===== config.mk =====
export PLATFORM = sky130hd
export DESIGN_NAME = vec_irq_ctrl
export DESIGN_NICKNAME = d
export VERILOG_FILES = /design/src/rtl/vic_pkg.sv /design/src/rtl/vic_capture.sv /design/src/rtl/vic_regs.sv /design/src/rtl/vic_prio.sv /design/src/rtl/vec_irq_ctrl.sv
export SDC_FILE = /design/constraint.sdc
export NUM_CORES = 1
export LEC_CHECK = 0
export BUFFER_PORTS_ARGS = -buffer_cell sky130_fd_sc_hd__buf_2
export CAP_MARGIN = 20
export CORE_ASPECT_RATIO = 1.5
export CORE_MARGIN = 3
export CORE_UTILIZATION = 30
export CTS_CLUSTER_SIZE = 40
export DETAILED_ROUTE_END_ITERATION = 12
export RECOVER_POWER = 100
export SYNTH_ARGS = -nofsm -noshare
export SYNTH_HDL_FRONTEND = slang
export SYNTH_SLANG_ARGS = --single-unit

===== constraint.sdc =====
create_clock -name clk -period 1.67 [get_ports clk]
set_input_delay 0.334 -clock clk [delete_from_list [all_inputs] [get_ports clk]]
set_output_delay 0.334 -clock clk [all_outputs]
set_load 0.01 [all_outputs]

===== src/rtl/vic_pkg.sv =====
package vic_pkg;
  localparam int unsigned BUS_W  = 32;
  localparam int unsigned ADDR_W = 3;
  localparam logic [BUS_W-1:0] NO_VECTOR = '1;

  typedef enum logic [ADDR_W-1:0] {
    REG_STATUS  = 3'd0,
    REG_PENDING = 3'd1,
    REG_ENABLE  = 3'd2,
    REG_ACK     = 3'd3,
    REG_SETEN   = 3'd4,
    REG_CLREN   = 3'd5,
    REG_VECTOR  = 3'd6,
    REG_MASTER  = 3'd7
  } vic_reg_e;

  // Index of the lowest set bit, or NO_VECTOR when the vector is empty.
  function automatic logic [BUS_W-1:0] lowest_index(input logic [BUS_W-1:0] v);
    logic [BUS_W-1:0] res;
    res = NO_VECTOR;
    for (int i = BUS_W - 1; i >= 0; i--) begin
      if (v[i]) res = i;
    end
    return res;
  endfunction

  // Output gate: both master bits must be set.
  function automatic logic gate_open(input logic [1:0] m);
    return m[0] & m[1];
  endfunction
endpackage


===== src/rtl/vic_capture.sv =====
module vic_capture #(
  parameter int unsigned N = 32,
  parameter logic [N-1:0] EDGE_MASK = '0
) (
  input  logic         clk,
  input  logic         rst_n,
  input  logic [N-1:0] req_i,
  input  logic [N-1:0] ack_i,
  output logic [N-1:0] status_o,
  output logic [N-1:0] set_o
);
  logic [N-1:0] status_q;

  for (genvar g = 0; g < N; g++) begin : g_src
    if (EDGE_MASK[g]) begin : g_edge
      logic prev_q;
      always_ff @(posedge clk or negedge rst_n) begin
        if (!rst_n) prev_q <= 1'b0;
        else        prev_q <= req_i[g];
      end
      assign set_o[g] = req_i[g] & ~prev_q;
    end else begin : g_level
      assign set_o[g] = req_i[g];
    end
  end

  // Set wins over acknowledge in the same cycle.
  always_ff @(posedge clk or negedge rst_n) begin
    if (!rst_n) status_q <= '0;
    else        status_q <= (status_q & ~ack_i) | set_o;
  end

  assign status_o = status_q;
endmodule


===== src/rtl/vic_regs.sv =====
module vic_regs
  import vic_pkg::*;
#(
  parameter int unsigned N = 32
) (
  input  logic         clk,
  input  logic         rst_n,
  input  logic         wr_i,
  input  vic_reg_e     sel_i,
  input  logic [N-1:0] wmask_i,
  input  logic [1:0]   wmaster_i,
  output logic [N-1:0] enable_o,
  output logic [1:0]   master_o,
  output logic [N-1:0] ack_o
);
  logic [N-1:0] enable_q;
  logic [1:0]   master_q;

  always_ff @(posedge clk or negedge rst_n) begin
    if (!rst_n) begin
      enable_q <= '0;
      master_q <= 2'b00;
    end else if (wr_i) begin
      case (sel_i)
        REG_ENABLE: enable_q <= wmask_i;
        REG_SETEN:  enable_q <= enable_q | wmask_i;
        REG_CLREN:  enable_q <= enable_q & ~wmask_i;
        REG_MASTER: master_q <= wmaster_i;
        default:    ;
      endcase
    end
  end

  assign ack_o    = (wr_i && sel_i == REG_ACK) ? wmask_i : '0;
  assign enable_o = enable_q;
  assign master_o = master_q;
endmodule


===== src/rtl/vic_prio.sv =====
module vic_prio
  import vic_pkg::*;
#(
  parameter int unsigned N = 32
) (
  input  logic [N-1:0]     pending_i,
  output logic             any_o,
  output logic [BUS_W-1:0] vec_o
);
  logic [BUS_W-1:0] pend_wide;

  always_comb begin
    pend_wide = '0;
    pend_wide[N-1:0] = pending_i;
  end

  assign vec_o = lowest_index(pend_wide);
  assign any_o = |pending_i;
endmodule


===== src/rtl/vec_irq_ctrl.sv =====
module vec_irq_ctrl
  import vic_pkg::*;
#(
  parameter int unsigned NUM_SRC = 32,
  parameter logic [NUM_SRC-1:0] EDGE_MASK = '0
) (
  input  logic               clk,
  input  logic               rst_n,
  input  logic [NUM_SRC-1:0] req_i,
  input  logic [2:0]         bus_addr,
  input  logic               bus_wr,
  input  logic [31:0]        bus_wdata,
  input  logic               bus_rd,
  output logic [31:0]        bus_rdata,
  output logic               irq_o
);
  vic_reg_e           sel;
  logic [NUM_SRC-1:0] wr_data_lo;
  logic [NUM_SRC-1:0] status;
  logic [NUM_SRC-1:0] set_cond;
  logic [NUM_SRC-1:0] ack_mask;
  logic [NUM_SRC-1:0] enable;
  logic [NUM_SRC-1:0] pending;
  logic [1:0]         master;
  logic               any_pend;
  logic [BUS_W-1:0]   vec_num;
  logic [BUS_W-1:0]   rd_mux;
  logic [BUS_W-1:0]   rdata_q;
  logic               irq_q;
  logic               unused_wbits;

  assign sel          = vic_reg_e'(bus_addr);
  assign wr_data_lo   = bus_wdata[NUM_SRC-1:0];
  assign unused_wbits = ^bus_wdata;

  vic_capture #(.N(NUM_SRC), .EDGE_MASK(EDGE_MASK)) u_capture (
    .clk      (clk),
    .rst_n    (rst_n),
    .req_i    (req_i),
    .ack_i    (ack_mask),
    .status_o (status),
    .set_o    (set_cond)
  );

  vic_regs #(.N(NUM_SRC)) u_regs (
    .clk       (clk),
    .rst_n     (rst_n),
    .wr_i      (bus_wr),
    .sel_i     (sel),
    .wmask_i   (wr_data_lo),
    .wmaster_i (bus_wdata[1:0]),
    .enable_o  (enable),
    .master_o  (master),
    .ack_o     (ack_mask)
  );

  assign pending = status & enable;

  vic_prio #(.N(NUM_SRC)) u_prio (
    .pending_i (pending),
    .any_o     (any_pend),
    .vec_o     (vec_num)
  );

  always_comb begin
    rd_mux = '0;
    case (sel)
      REG_STATUS:  rd_mux[NUM_SRC-1:0] = status;
      REG_PENDING: rd_mux[NUM_SRC-1:0] = pending;
      REG_ENABLE:  rd_mux[NUM_SRC-1:0] = enable;
      REG_VECTOR:  rd_mux = vec_num;
      REG_MASTER:  rd_mux[1:0] = master;
      default:     rd_mux = '0;
    endcase
  end

  always_ff @(posedge clk or negedge rst_n) begin
    if (!rst_n) begin
      rdata_q <= '0;
      irq_q   <= 1'b0;
    end else begin
      if (bus_rd) rdata_q <= rd_mux;
      irq_q <= any_pend & gate_open(master);
    end
  end

  assign bus_rdata = rdata_q;
  assign irq_o     = irq_q;
endmodule


==> results.md <==
* EDFF count, synth at 0
* Crit path to: bus_rdata[14]
* Crit path largest cell delay at between 300 and 400 ps
* Core area at approximately 17000 um^2
* First-pass DRT Iterations at 5
* Final HPWL DP at ~13000 um
* Pin count of the biggest net entering global routing at 39
* Worst min path class: in -> reg
* R2R setup slack at -20 ps
* Commonest cells in the synthesized netlist: nand2_1, a21oi_1, dfrtp_1
* Asr flop ratio synth at 1.00
* Worst setup EP type: register
* I/O pins at 104
* GPL Wtd Cong at 0.857
* Number of DRC markers in iteration 0 at ~260
* HP Start: req_i[19]
* Min Tclk post-route at 1690 ps
* Worst path slowest cell: dfrtp_1
* Worst-path cell chain: a22oi_2, nand3_2, nor4_2, nand4b_1, or2_4, buf_6, nand2_1
* Unique masters post-synth at around 50
* Setup TNS at -252 ps
* Cells after Synth at between 500 and 600
* Main area contributors after synthesis: dfrtp_1, a21oi_1, nand2_1, a32oi_1, a21o_1
* DR WL/cell at 17.7 um
* Top cell type by total area after synthesis: dfrtp_1
* DR vias at 5131
* Reg2reg start: u_capture.status_o[22]
* Initial antenna violation count at 1
* Share of layout cells above drive strength 1 at 0.270
* Final WL at between 15000 and 20000 um
* Status: complete, but fails checks
* Vias in the first global route at 5093
* FF+latch count, synth at 99
* Crit path launch type: register
* Failing checks: negative setup slack
* Worst-margin pin slew at 817 ps
* Area Growth Syn to Fin at 33.0%
* Top achievable clock speed at 591 MHz
* Unrepaired setup endpoints after global routing: yes
* Top cell type's share of synthesized area at 0.480
* Die W at roughly 110 um
* Final core occ at 0.408
* Reg2Reg Depth at 7
* CP Max Fanout at 10
* Setup ws final at -22.4 ps
* Clk_lat worst skew at 360 ps
* Crit path buf inv count at 1
* Worst path depth at 7
* Fin crit share at 1.01
* Family with the most delay on the worst path: simple AND/OR/NAND/NOR gates
* Num CTS Buffers at 9
* Final Slew Violations at 0
* Top FF cell, synth: dfrtp_1
* Top-count cell post-synth: nand2_1
* Ys Warns at 0
* Pwr dens at about 1000 nW/um^2
* Syn Nets at ~660
* Setup Skew at 7.85 ps
* Total Routing Usage GR at 0.188
* Die ar. at 18800 um^2
* Clk slew on worst S/H paths at 70 ps
* Filler cells at 1757
* Port buffer count at 103
* Leak at 2.93 nW
* Setup Crit Path Kind: reg -> reg
* Reg-to-Reg End: bus_rdata[14]
* Clk buf depth at 2
* Post-route ant nets at 0
* GRT overflow at 0
* Max cap viols at 0
* H-tree depth at 3
* Starting Density at 0.307
* # nets final at roughly 830
* Avg Inst Size Synth at 8.78 um^2
* Row count at 58
* Clk root buf: clkbuf_16
* DRC violations left at 0
* Setup Viol. Count Final at 23
* Share of the yosys chip area belonging to registers at 0.480
* VDD IR max at ~430 uV
* CTS Sinks at between 90 and 100
* Die Span Y at about 170 um
* CP Data Required Time at just under 2000 ps
* CTS tree: built
* Worst Setup SP: u_capture.status_o[22]
* Slew headroom at 0.455
* Crit path DAT at 1990 ps
* Area of the mapped netlist at approximately 5200 um^2
* First-pass GRT wire length at approximately 28000 um
* Hold Fails Final Rpt at 0
* Via density at 5.27
==> how the worst min path moves through the flow <==
stage	slack (ps)	cells past startpoint	to
finish	150	2	u_capture.status_o[19]
detailed placement	300	1	u_capture.status_o[1]
global route	140	2	u_capture.status_o[24]
global placement	300	1	u_capture.status_o[1]
CTS	140	2	u_capture.status_o[20]
floorplan	40	0	bus_rdata[0]
==> logic make-up after synthesis <==
family	count (synthesis)	share of synthesized area
AO/OA/AOI/OAI	236	0.296
flip-flops	99	0.480
buffers and inverters	39	0.0349
multiplexers	3	0.00630
AND/OR/NAND/NOR	211	0.183
==> report_power, final <==
part           switching, mW  leakage, nW  internal [mW]
sequential             0.242         1.12           2.68
clock                  0.923        0.140           1.21
combinational          0.965         1.67          0.879
total                   2.13         2.93           4.77
==> flip-flops by register name (all words and copies together) (netlist names) <==
signal              flops
bus_rdata              32
u_capture.status_o     32
u_regs.enable_o        32
u_regs.master_o         2
irq_o                   1
==> layer usage <==
layer	vias to the layer above	GRT usage	wire length, um
met1	2516	0.228	6950
li1	2465	-	-
met2	126	0.333	9200
met4	0	0.0758	424
met3	24	0.0265	667
met5	-	0	0
==> cell type report <==
| class | count | area, um^2 | share of cell area |
|---|---|---|---|
| Multi-Input combinational cell | 450 | 2600 | 0.379 |
| Sequential cell | 99 | 2480 | 0.361 |
| Timing Repair Buffer | 195 | 1220 | 0.178 |
| Tap cell | 210 | 263 | 0.0383 |
| Clock buffer | 13 | 250 | 0.0365 |
| Clock inverter | 3 | 46.3 | 0.00674 |
| Inverter | 2 | 7.51 | 0.00109 |
| Antenna cell | 1 | 2.50 | 0.000365 |
==> per-stage QoR <==
step                      setup WS (ps)  cell area (um^2)  power, mW  std cells  hold slack, ps
after floorplan                   -5.43              5170       3.84        588            38.4
after global placement            -46.7              6530       4.73        951             300
after detailed placement          -86.8              6530       4.75        951             303
after CTS                         -58.3              6890       6.94        970             136
after global routing               -177              6860       7.28        973             143
final                             -22.4              6860       6.90        973             148
==> layout by cell type (no fill, tap or decap), drive strengths merged, types with 3 or more instances in the layout <==
cell and n:
clkbuf 52, o21ai 37, dfrtp 99, o211ai 4, nand2 121, a32oi 33, a22oi 10, inv 3
buf 155, nand4 3, nand3 7, nor2 34, nand2b 31, a21o 32, a21oi 100
==> what timing repair did <==
| item | 4_1_cts | 5_1_grt |
|---|---|---|
| setup buffers | 2 | 2 |
| gates resized for setup | 11 | 16 |
| setup endpoints to repair | 30 | 33 |
| endpoints found under the hold margin | 26 | 0 |
| pin swaps | 3 | 14 |
| hold buffers | 1 | 0 |
No activity file was read; power rests on OpenSTA's default activity.
